### src/rtl/irq_msg_pkg.sv
package irq_msg_pkg;

  typedef enum logic [1:0] {
    CAUSE_NONE = 2'b00,
    CAUSE_CHG  = 2'b01,
    CAUSE_OVC  = 2'b10,
    CAUSE_BOTH = 2'b11
  } irq_cause_e;

  // circular pointer advance for an arbitrary depth
  function automatic int ptr_step(input int p, input int depth);
    return (p == depth - 1) ? 0 : p + 1;
  endfunction

  // occupancy after one edge with the given push / pop decisions
  function automatic int lvl_step(input int lvl, input logic push, input logic pop);
    int n;
    n = lvl;
    if (push) n = n + 1;
    if (pop)  n = n - 1;
    return n;
  endfunction

  // a queued event must carry a real cause
  function automatic logic cause_valid(input logic [1:0] c);
    return c != CAUSE_NONE;
  endfunction

endpackage

### src/rtl/irq_eoi_reg.sv
module irq_eoi_reg (
  input  logic clk,
  input  logic rst_n,
  input  logic ctl_wr,
  input  logic ctl_eoi_wbit,
  output logic eoi_q
);
  // self-clearing: holds a written 1 for exactly one cycle
  always_ff @(posedge clk or negedge rst_n) begin
    if (!rst_n) eoi_q <= 1'b0;
    else        eoi_q <= ctl_wr & ctl_eoi_wbit;
  end
endmodule

### src/rtl/irq_msg_admit.sv
module irq_msg_admit
  import irq_msg_pkg::*;
(
  input  logic       clk,
  input  logic       rst_n,
  input  logic       evt_valid,
  input  logic [1:0] evt_cause,
  input  logic       full,
  input  logic       pop,
  output logic       push_req,
  output logic       push_acc,
  output logic       ovf_evt,
  output logic       ovf_sticky
);
  always_comb begin
    push_req = evt_valid & cause_valid(evt_cause);
    // a pop on the same edge frees the slot the push needs
    push_acc = push_req & (~full | pop);
    ovf_evt  = push_req & full & ~pop;
  end

  always_ff @(posedge clk or negedge rst_n) begin
    if (!rst_n)       ovf_sticky <= 1'b0;
    else if (ovf_evt) ovf_sticky <= 1'b1;
  end
endmodule

### src/rtl/irq_msg_fifo.sv
module irq_msg_fifo
  import irq_msg_pkg::*;
#(
  parameter int DEPTH   = 4,
  parameter int ENTRY_W = 10,
  localparam int PTR_W  = $clog2(DEPTH),
  localparam int LVL_W  = $clog2(DEPTH + 1)
) (
  input  logic               clk,
  input  logic               rst_n,
  input  logic               push,
  input  logic [ENTRY_W-1:0] push_data,
  input  logic               pop,
  output logic [ENTRY_W-1:0] head_data,
  output logic               empty,
  output logic               full,
  output logic [LVL_W-1:0]   level
);
  logic [ENTRY_W-1:0] mem [DEPTH];
  logic [PTR_W-1:0]   wr_ptr, rd_ptr;

  always_ff @(posedge clk) begin
    if (push) mem[wr_ptr] <= push_data;
  end

  always_ff @(posedge clk or negedge rst_n) begin
    if (!rst_n) begin
      wr_ptr <= '0;
      rd_ptr <= '0;
      level  <= '0;
    end else begin
      if (push) wr_ptr <= PTR_W'(ptr_step(int'(wr_ptr), DEPTH));
      if (pop)  rd_ptr <= PTR_W'(ptr_step(int'(rd_ptr), DEPTH));
      level <= LVL_W'(lvl_step(int'(level), push, pop));
    end
  end

  always_comb begin
    empty     = (level == '0);
    full      = (level == LVL_W'(DEPTH));
    head_data = mem[rd_ptr];
  end
endmodule

### src/rtl/irq_msg_ctrl.sv
module irq_msg_ctrl
  import irq_msg_pkg::*;
#(
  parameter int DEPTH  = 4,
  parameter int MASK_W = 8,
  localparam int ENTRY_W = MASK_W + 2,
  localparam int LVL_W   = $clog2(DEPTH + 1)
) (
  input  logic              clk,
  input  logic              rst_n,
  input  logic              evt_valid,
  input  logic [1:0]        evt_cause,
  input  logic [MASK_W-1:0] evt_mask,
  input  logic              ctl_wr,
  input  logic              ctl_eoi_wbit,
  output logic              eoi_flag,
  output logic [1:0]        stat_cause,
  output logic [MASK_W-1:0] stat_mask,
  output logic              stat_overflow,
  output logic              intn
);
  // named internal events, brought out for the checker
  logic               push_req_w, push_acc_w, pop_w, ovf_evt_w;
  logic               empty_w, full_w;
  logic [LVL_W-1:0]   level_w;
  logic [ENTRY_W-1:0] head_w;

  irq_eoi_reg u_eoi (
    .clk          (clk),
    .rst_n        (rst_n),
    .ctl_wr       (ctl_wr),
    .ctl_eoi_wbit (ctl_eoi_wbit),
    .eoi_q        (eoi_flag)
  );

  // acknowledge deletes the head only when one exists
  assign pop_w = eoi_flag & ~empty_w;

  irq_msg_admit u_admit (
    .clk        (clk),
    .rst_n      (rst_n),
    .evt_valid  (evt_valid),
    .evt_cause  (evt_cause),
    .full       (full_w),
    .pop        (pop_w),
    .push_req   (push_req_w),
    .push_acc   (push_acc_w),
    .ovf_evt    (ovf_evt_w),
    .ovf_sticky (stat_overflow)
  );

  irq_msg_fifo #(.DEPTH(DEPTH), .ENTRY_W(ENTRY_W)) u_fifo (
    .clk       (clk),
    .rst_n     (rst_n),
    .push      (push_acc_w),
    .push_data ({evt_cause, evt_mask}),
    .pop       (pop_w),
    .head_data (head_w),
    .empty     (empty_w),
    .full      (full_w),
    .level     (level_w)
  );

  always_comb begin
    if (empty_w) begin
      stat_cause = CAUSE_NONE;
      stat_mask  = '0;
    end else begin
      stat_cause = head_w[ENTRY_W-1 -: 2];
      stat_mask  = head_w[MASK_W-1:0];
    end
    intn = empty_w;
  end
endmodule

### config.mk
export PLATFORM = sky130hd
export DESIGN_NAME = irq_msg_ctrl
export DESIGN_NICKNAME = d
export VERILOG_FILES = /design/src/rtl/irq_msg_pkg.sv /design/src/rtl/irq_eoi_reg.sv /design/src/rtl/irq_msg_admit.sv /design/src/rtl/irq_msg_fifo.sv /design/src/rtl/irq_msg_ctrl.sv
export SDC_FILE = /design/constraint.sdc
export NUM_CORES = 1
export LEC_CHECK = 0
export BUFFER_PORTS_ARGS = -buffer_cell sky130_fd_sc_hd__buf_2
export CAP_MARGIN = 20
export CORE_ASPECT_RATIO = 1.4
export CORE_UTILIZATION = 48
export DETAILED_ROUTE_END_ITERATION = 8
export GPL_TIMING_DRIVEN = 0
export PLACE_DENSITY = 0.66
export SKIP_CTS_REPAIR_TIMING = 1
export SYNTH_ARGS = -nofsm -noshare
export SYNTH_HDL_FRONTEND = slang
export SYNTH_HIERARCHICAL = 1
export SYNTH_SLANG_ARGS = --single-unit
### constraint.sdc
create_clock -name clk -period 2.89 [get_ports clk]
set_input_delay 0.289 -clock clk [delete_from_list [all_inputs] [get_ports clk]]
set_output_delay 0.289 -clock clk [all_outputs]
set_load 0.02 [all_outputs]
# --- Word level (Yosys, flattened, before mapping) ---
# Memories as Yosys holds them, arrays and structs flattened.
# Cells that the tools add are included.
totals:
  ff_bits: 9
  mem_bits_rw: 40
  inputBits: 15
  out_inout_bits: 13
  n_memories: 1
memory_table:
  columns: ["memory", "words", "width", "rd", "rd_ports_with_merged_regs", "wr", "line_no", "text"]
  rows:
  - ["u_fifo.mem", 4, 10, 1, 0, 1, "irq_msg_fifo.sv:19", "logic [ENTRY_W-1:0] mem [DEPTH];"]
classes:
  add_sub_neg: 4
  n_eq_ne: 3
  n_mux: 8
  bitwise_logic: 10
  n_reduce_logical: 2
op_table:
  columns: ["cell", "n"]
  rows:
  - ["8-bit two-way mux", 1]
  - ["1-bit bitwise AND", 6]
  - ["2-bit two-way mux", 3]
  - ["3-bit two-way mux", 2]
  - ["2-bit by 1-bit adder with 2-bit output, second input constant", 2]
  - ["2-bit by 1-bit equality test with 1-bit output, second input constant", 2]
  - ["3-bit by 1-bit adder with 3-bit output, second input constant", 1]
  - ["3-bit equality test, second input constant", 1]
  - ["3-bit zero test", 1]
  - ["1-bit inverter", 3]
  - ["3-bit by 2-bit subtractor with 3-bit output, second input constant", 1]
  - ["1-bit two-way mux", 2]
  - ["2-bit nonzero test", 1]
  - ["1-bit OR", 1]

# --- Depth between registers and ports, before layout ---
# Gate-level depths: netlist of run 1.
logic_depth:
  word_depth: 8
  mapped_depth: 12

# --- Hierarchy ---
# Netlist of run 1, hierarchy kept.
by_module_without_submodules:
  columns: ["module", "n_inst", "cells_per_inst", "area_per_inst_um2", "seq_area_each_um2"]
  rows:
  - ["irq_msg_fifo", 1, 93, 1904.3, 1376.3]
  - ["irq_msg_ctrl", 1, 12, 117.6, 0.0]
  - ["irq_msg_admit", 1, 7, 61.3, 25.0]
  - ["irq_eoi_reg", 1, 2, 31.3, 25.0]

# --- Worst setup path after synthesis of run 1 ---
# No wires, ideal clock.
synth_path:
  path_kind: "reg-to-reg"
  from: "reg u_fifo.level[0]"
  to: "reg u_fifo.level[2]"
  setup_time_ns: 0.135
  t_arrival_ns: 2.342
  required_ns: 2.755
  path_slack_ns: 0.413
  stages_incl_launch_ff: 13
  period_less_slack_ns: 2.477
  cell_sequence: "dfrtp_1 -> inv_1 -> ha_1 -> nor2b_1 -> buf_6 -> nor2b_2 -> nand2b_1 -> nor2b_1 -> buf_2 -> xnor2_1 -> ha_1 -> nand2_1 -> xor3_1"
synth_between:
  elab_chain_len: 8
  elab_cells_between_ends: 11
synth_rtl:
  columns: ["item", "line_no", "text"]
  rows:
  - ["start: declaration", "irq_msg_fifo.sv:17", "output logic [LVL_W-1:0] level"]
  - ["start signal: assignment", "irq_msg_fifo.sv:34", "level <= LVL_W'(lvl_step(int'(level), push, pop));"]
  - ["3-bit zero test (*)", "irq_msg_fifo.sv:39", "empty = (level == '0);"]
  - ["named net intn", "irq_msg_ctrl.sv:20", "output logic intn"]
  - ["1-bit inverter (*)", "irq_msg_ctrl.sv:37", "assign pop_w = eoi_flag & ~empty_w;"]
  - ["1-bit bitwise AND (*)", "irq_msg_ctrl.sv:37", null]
  - ["named net pop_w", "irq_msg_ctrl.sv:23", "logic push_req_w, push_acc_w, pop_w, ovf_evt_w;"]
  - ["1-bit OR (*)", "irq_msg_admit.sv:18", "push_acc = push_req & (~full | pop);"]
  - ["1-bit bitwise AND (*)", "irq_msg_admit.sv:18", null]
  - ["named net push_acc_w", "irq_msg_ctrl.sv:23", null]
  - ["3-bit two-way mux (*)", "irq_msg_pkg.sv:19", "if (push) n = n + 1;"]
  - ["3-bit by 2-bit subtractor with 3-bit output", "irq_msg_pkg.sv:20", "if (pop) n = n - 1;"]
  - ["3-bit two-way mux (*)", "irq_msg_pkg.sv:20", null]
# Mark *: on every way through the listed nets, which the timed path passes. The rest lies on a longest branch.
# A chain may end at the register's enable or synchronous reset.

# --- Worst setup path in the final report of run 1 ---
layout_path:
  from: "reg u_fifo.level[0]"
  to: "mem u_fifo.mem[1][0], enable pin"
layout_between:
  elab_chain_len: 7
  elab_cells_between_ends: 9
layout_rtl:
  columns: ["item", "line_no", "text"]
  rows:
  - ["3-bit zero test", "irq_msg_fifo.sv:39", null]
  - ["1-bit inverter", "irq_msg_ctrl.sv:37", null]
  - ["1-bit bitwise AND", "irq_msg_ctrl.sv:37", null]
  - ["named net pop_w", "irq_msg_ctrl.sv:23", null]
  - ["1-bit OR", "irq_msg_admit.sv:18", null]
  - ["1-bit bitwise AND", "irq_msg_admit.sv:18", null]
  - ["named net push_acc_w", "irq_msg_ctrl.sv:23", null]
  - ["1-bit two-way mux", "irq_msg_fifo.sv:23", "if (push) mem[wr_ptr] <= push_data;"]
  - ["1-bit two-way mux (implied by the code)", "irq_msg_fifo.sv:23", null]
  - ["end: declaration", "irq_msg_fifo.sv:19", null]
# The timed path passes the listed nets, and every way through them passes these cells.

==> impl_metrics.yaml, run 1 <==
routing:
  drc: 3
  vias_per_cell: 5.36
  wl_mm: 3.30
  avgRoutedWirePerCell_um: 17.1
  antenna_left: 0
  vias: 1035
  dr.pass1.iters: 6
  initialDrtViolationCount: 26
floorplan:
  start_util: 0.501
  ios: 28
  rows: 28
  core_mm2: 0.00420
  dieArea_mm2: 0.00466
  die_y_um: 80.4
  die_w_um: 58.0
power:
  power-per-cell-area_mw_per_mm2: 994
  leakage_nw: 0.938
  power.total_mw: 2.40
  vdd_drop_max_uv: 509
critical_path:
  critPathLaunchType: "flop"
  path_max_fanout: 10
  cp.arrival_ps: 2440
  critical_path_required_ps: 2820
  critPathKind: "reg2reg"
  reg2reg_from: "u_fifo/level[0]"
  r2r_slack_ps: 390
  r2r-end: "u_fifo/mem[1][0]"
  reg2regPathDepth: 9
  worstSetupEndpointType: "flop"
clock_tree:
  htree_num_levels: 2
  path_clk_slew_ps: 80
  clock_latency_ps: 290
  cts.sinks: 49
  cts_tree: "yes"
  clock_path_buffers: 2
  cts-buffers-inserted: 5
  clockRootBuffer: "clkbuf_8"
global_routing:
  first_global_vias: 1073
  antenna_found_initial: 0
  globalRouteTotalUtil: 0.164
  overflow: 0
  grt_pass1_wl_mm: 5.24
  grt_start_max_net_pins: 15
synthesis:
  syn_area_mm2: 0.00211
  syn-mean-instance-area_um2: 18.8
  ys_warn_count: 6
  synthCells: 112
  synthesis.nets: 135
layout:
  finish.utilization: 0.574
  num_antenna_cells: 0
  drive_gt1_frac: 0.399
  fin_nets: 170
  fin_area_mm2: 0.00241
  layout-area-overhead-vs-synth_pct: 14.6
run:
  max_cap_violations: 0
timing:
  period_needed_ps: 2500
  timing.slew.headroom: 0.619
  hold_viol: 0
  clock_skew_ps: 5.26
  setup_viol: 0
  max_freq_ghz: 0.399
  drv_slew: 0
  tightest_slew_ps: 572
  fin_setup_tns_ps: 0
  period_share: 0.867
  rsz0062_at_grt: "false"
placed_design:
  hpwl_mm: 2.38
  place.gp.congestion: 0.752
  post_dp_cell_area_mm2: 0.00230
  port-buffer-count: 27
outcome:
  violations: "design-rule violations"
  status: "finished with violations"
min_path:
  hold_depth: 1
  holdCritStartpoint: "evt_mask[7]"
  hp-class: "in2reg"
  min_to: "u_fifo/mem[3][7]"
## final cells by class
type / instances / area, um2
buffer: 5 / 36.3
clock buffer: 6 / 72.6
clock inverter: 2 / 33.8
fill: 340 / 1790
inverter: 4 / 15.0
multi-input combinational: 54 / 629
sequential: 49 / 1430
tap: 45 / 56.3
timing repair buffer: 28 / 145
## worst max-delay path, stage by stage (launching register included)
cell and delay, ps:
dfrtp_1 390, inv_1 60, ha_1 200, nor2b_1 170, buf_6 170, nor2b_2 120, nand2b_1 130, nor2b_1 160
buf_2 220, and2_1 520
## routing by layer
| metal | wire [um] | track usage |
|---|---|---|
| met1 | 1310 | 0.184 |
| met2 | 1810 | 0.284 |
| met3 | 123 | 0.0403 |
| met4 | 64 | 0.0857 |
| met5 | 0 | 0 |
## worst max path at each step
| stage | endpoint | slack (ps) | startpoint |
|---|---|---|---|
| global placement | u_fifo/mem[0][9] | 390 | u_fifo/level[0] |
| detailed placement | u_fifo/mem[0][9] | 350 | u_fifo/level[0] |
| floorplan | u_fifo/level[2] | 440 | u_fifo/level[0] |
| finish | u_fifo/mem[1][0] | 390 | u_fifo/level[0] |
| CTS | u_fifo/mem[0][9] | 330 | u_fifo/level[0] |
| global route | u_fifo/mem[1][9] | 210 | u_fifo/level[0] |
## per-stage QoR
step           hold slack, ps  setup WS, ps  instances
6_report                  204           385        193
5_1_grt                   191           206        193
4_1_cts                  -171           328        192
3_5_place_dp              153           346        184
3_3_place_gp              147           389        184
2_1_floorplan           -6.59           436        112
## registers in the layout (all words and copies together), names as in the netlist
register            flops
u_fifo/level            3
u_admit/ovf_sticky      1
u_fifo/mem             40
u_fifo/wr_ptr           2
u_fifo/rd_ptr           2
u_eoi/eoi_q             1
## cell usage in the layout (no fill, tap or decap), drive strengths merged, types with 3 or more instances in the layout
master and instances:
and2 6, buf 31, clkbuf 7, dfrtp 9, edfxtp 40, ha 8
inv 4, mux4 10, nand2 3, nor2b 12, o21ai 3
## where the power goes
part           internal [mW]  switching [mW]  total, mW
Combinational          0.457           0.500      0.957
Clock                  0.255           0.207      0.463
Sequential             0.914          0.0649      0.979
Power figures use the tool's default switching activity.
==> run 2, diff against run 1 <==
ABC_AREA = 1   (was not set)
==> run 2 against run 1 <==
Sequential power down 0.9%. Die area increased by 10%. The run now ends clean. First-iteration DRC count is 110% higher. Setup slack worse by 110 ps. Sequential share of layout area decreased by 5.8 points. Critical endpoint is now u_fifo/level[1]. Largest cell class unchanged. Via count rose by 51%.
==> impl_metrics.yaml, run 2 <==
placed_design:
  hpwl_mm: 2.73
  port-buffer-count: 27
  place.gp.congestion: 0.753
global_routing:
  grt_start_max_net_pins: 15
  first_global_vias: 1350
  grt_pass1_wl_mm: 6.56
  globalRouteTotalUtil: 0.182
  antenna_found_initial: 0
  overflow: 0
floorplan:
  dieArea_mm2: 0.00515
  rows: 29
  core_mm2: 0.00461
  start_util: 0.507
  die_y_um: 84.5
  die_w_um: 60.9
  ios: 28
layout:
  top_regs: "u_fifo/mem x40, u_fifo/level x3"
  fill_cells: 418
  finish.utilization: 0.581
  largest_register_ffs: 40
  final_common_cell: "nand2_1"
  register_area_mm2: 0.00143
  drive_gt1_frac: 0.165
  layout-area-overhead-vs-synth_pct: 14.6
  top_register: "u_fifo/mem"
  multiInputGateArea_um2: 666
  num_antenna_cells: 0
  fin_nets: 307
  final_cell_mix: "nand2_1 (64), inv_1 (52), edfxtp_1 (40), nor2_1 (34), buf_2 (31)"
synthesis:
  syn_area_mm2: 0.00233
  synthesis.nets: 272
  synthCells: 249
  syn-mean-instance-area_um2: 9.38
  ys_warn_count: 6
routing:
  drc: 0
  vias: 1561
  wl_mm: 4.09
  avgRoutedWirePerCell_um: 11.8
  vias_per_cell: 4.50
  antenna_left: 0
  initialDrtViolationCount: 55
  dr.pass1.iters: 4
timing:
  hold_viol: 0
  drv_slew: 0
  period_needed_ps: 2620
  max_freq_ghz: 0.382
  clock_skew_ps: 7.26
  setup_viol: 0
  fin_hold_ws_ps: 176
  period_share: 0.906
  tightest_slew_ps: 579
  timing.slew.headroom: 0.614
  rsz0062_at_grt: "false"
  fin_setup_tns_ps: 0
clock_tree:
  htree_num_levels: 2
  clock_path_buffers: 2
  cts.sinks: 49
  clock_latency_ps: 300
  clockRootBuffer: "clkbuf_8"
  path_clk_slew_ps: 80
  cts_tree: "yes"
  cts-buffers-inserted: 5
critical_path:
  reg2regPathDepth: 15
  critPathLaunchType: "flop"
  crit_path_max_incr_delay_ps: 380
  r2r_slack_ps: 270
  critPathKind: "reg2reg"
  reg2reg_from: "u_fifo/level[0]"
  critical_path_required_ps: 3130
  r2r-end: "u_fifo/level[1]"
  cp.arrival_ps: 2860
  cp_top_family: "simple AND/OR/NAND/NOR gates"
  worstSetupEndpointType: "flop"
  crit_buf_inv: 5
  crit_chain: "inv_1 -> ha_1 -> inv_1 -> nor2_1 -> buf_6 -> nor2_2 -> nor2_4 -> nor2_1 -> buf_4 -> nand2_1 -> o21ai_0 -> inv_1 -> ha_1 -> or2_1 -> nand2_1"
  worst_path_most_repeated_cell: "inv_1"
  path_max_fanout: 10
  crit_path_top_delay_cell: "dfrtp_1"
min_path:
  holdCritStartpoint: "ctl_eoi_wbit"
  min_to: "u_eoi/eoi_q"
  hp-class: "in2reg"
  hold_depth: 3
outcome:
  status: "completed"
power:
  power-per-cell-area_mw_per_mm2: 969
  vdd_drop_max_uv: 465
  power.total_mw: 2.59
  leakage_nw: 1.32
run:
  max_cap_violations: 0
[run 2: where the power goes]
group          total [mW]  leakage (nW)  internal, mW  switching (mW)
clock network       0.490        0.0585         0.282           0.208
logic                1.13         0.795         0.383           0.749
registers           0.970         0.470         0.908          0.0622
total                2.59          1.32          1.57            1.02
[run 2: worst register-to-register path, delay by kind of cell (launching register included)]
kind / cells / cell delay [ps]
buffers and inverters: 5 / 560
AND/OR/NAND/NOR: 7 / 1040
flip-flops: 1 / 380
AO/OA/AOI/OAI: 1 / 100
adder cells (fa/ha/maj): 2 / 480
[run 2: worst max path at each step]
stage	start	endpoint	slack [ps]	depth (start not counted)
finish	u_fifo/level[0]	u_fifo/level[1]	270	15
global route	u_fifo/level[0]	u_fifo/level[1]	50	15
floorplan	u_fifo/level[0]	u_fifo/level[1]	390	15
CTS	u_fifo/level[0]	u_fifo/level[1]	90	15
detailed placement	u_fifo/level[0]	u_fifo/level[1]	120	15
global placement	u_fifo/level[0]	u_fifo/level[1]	170	15
[run 2: final cells by class]
cell class	count	area share
sequential	49	0.533
multi-input combinational	140	0.249
inverter	52	0.0729
timing repair buffer	28	0.0542
clock buffer	7	0.0323
tap	62	0.0290
buffer	8	0.0187
clock inverter	1	0.0112
[run 2: through the flow]
step | setup slack [ps] | instances | instance area [um2]
floorplan | 393 | 249 | 2330
global placement | 171 | 338 | 2550
detailed placement | 119 | 338 | 2550
CTS | 88.5 | 346 | 2660
global route | 47.5 | 347 | 2680
finish | 272 | 347 | 2680
[run 2: metal layers]
layer  track usage  part of all wire  routed length (um)
met2         0.303              0.53                2160
met3        0.0401             0.031                 125
met5             0                 0                   0
met4        0.0744             0.019                  79
met1         0.223              0.42                1730
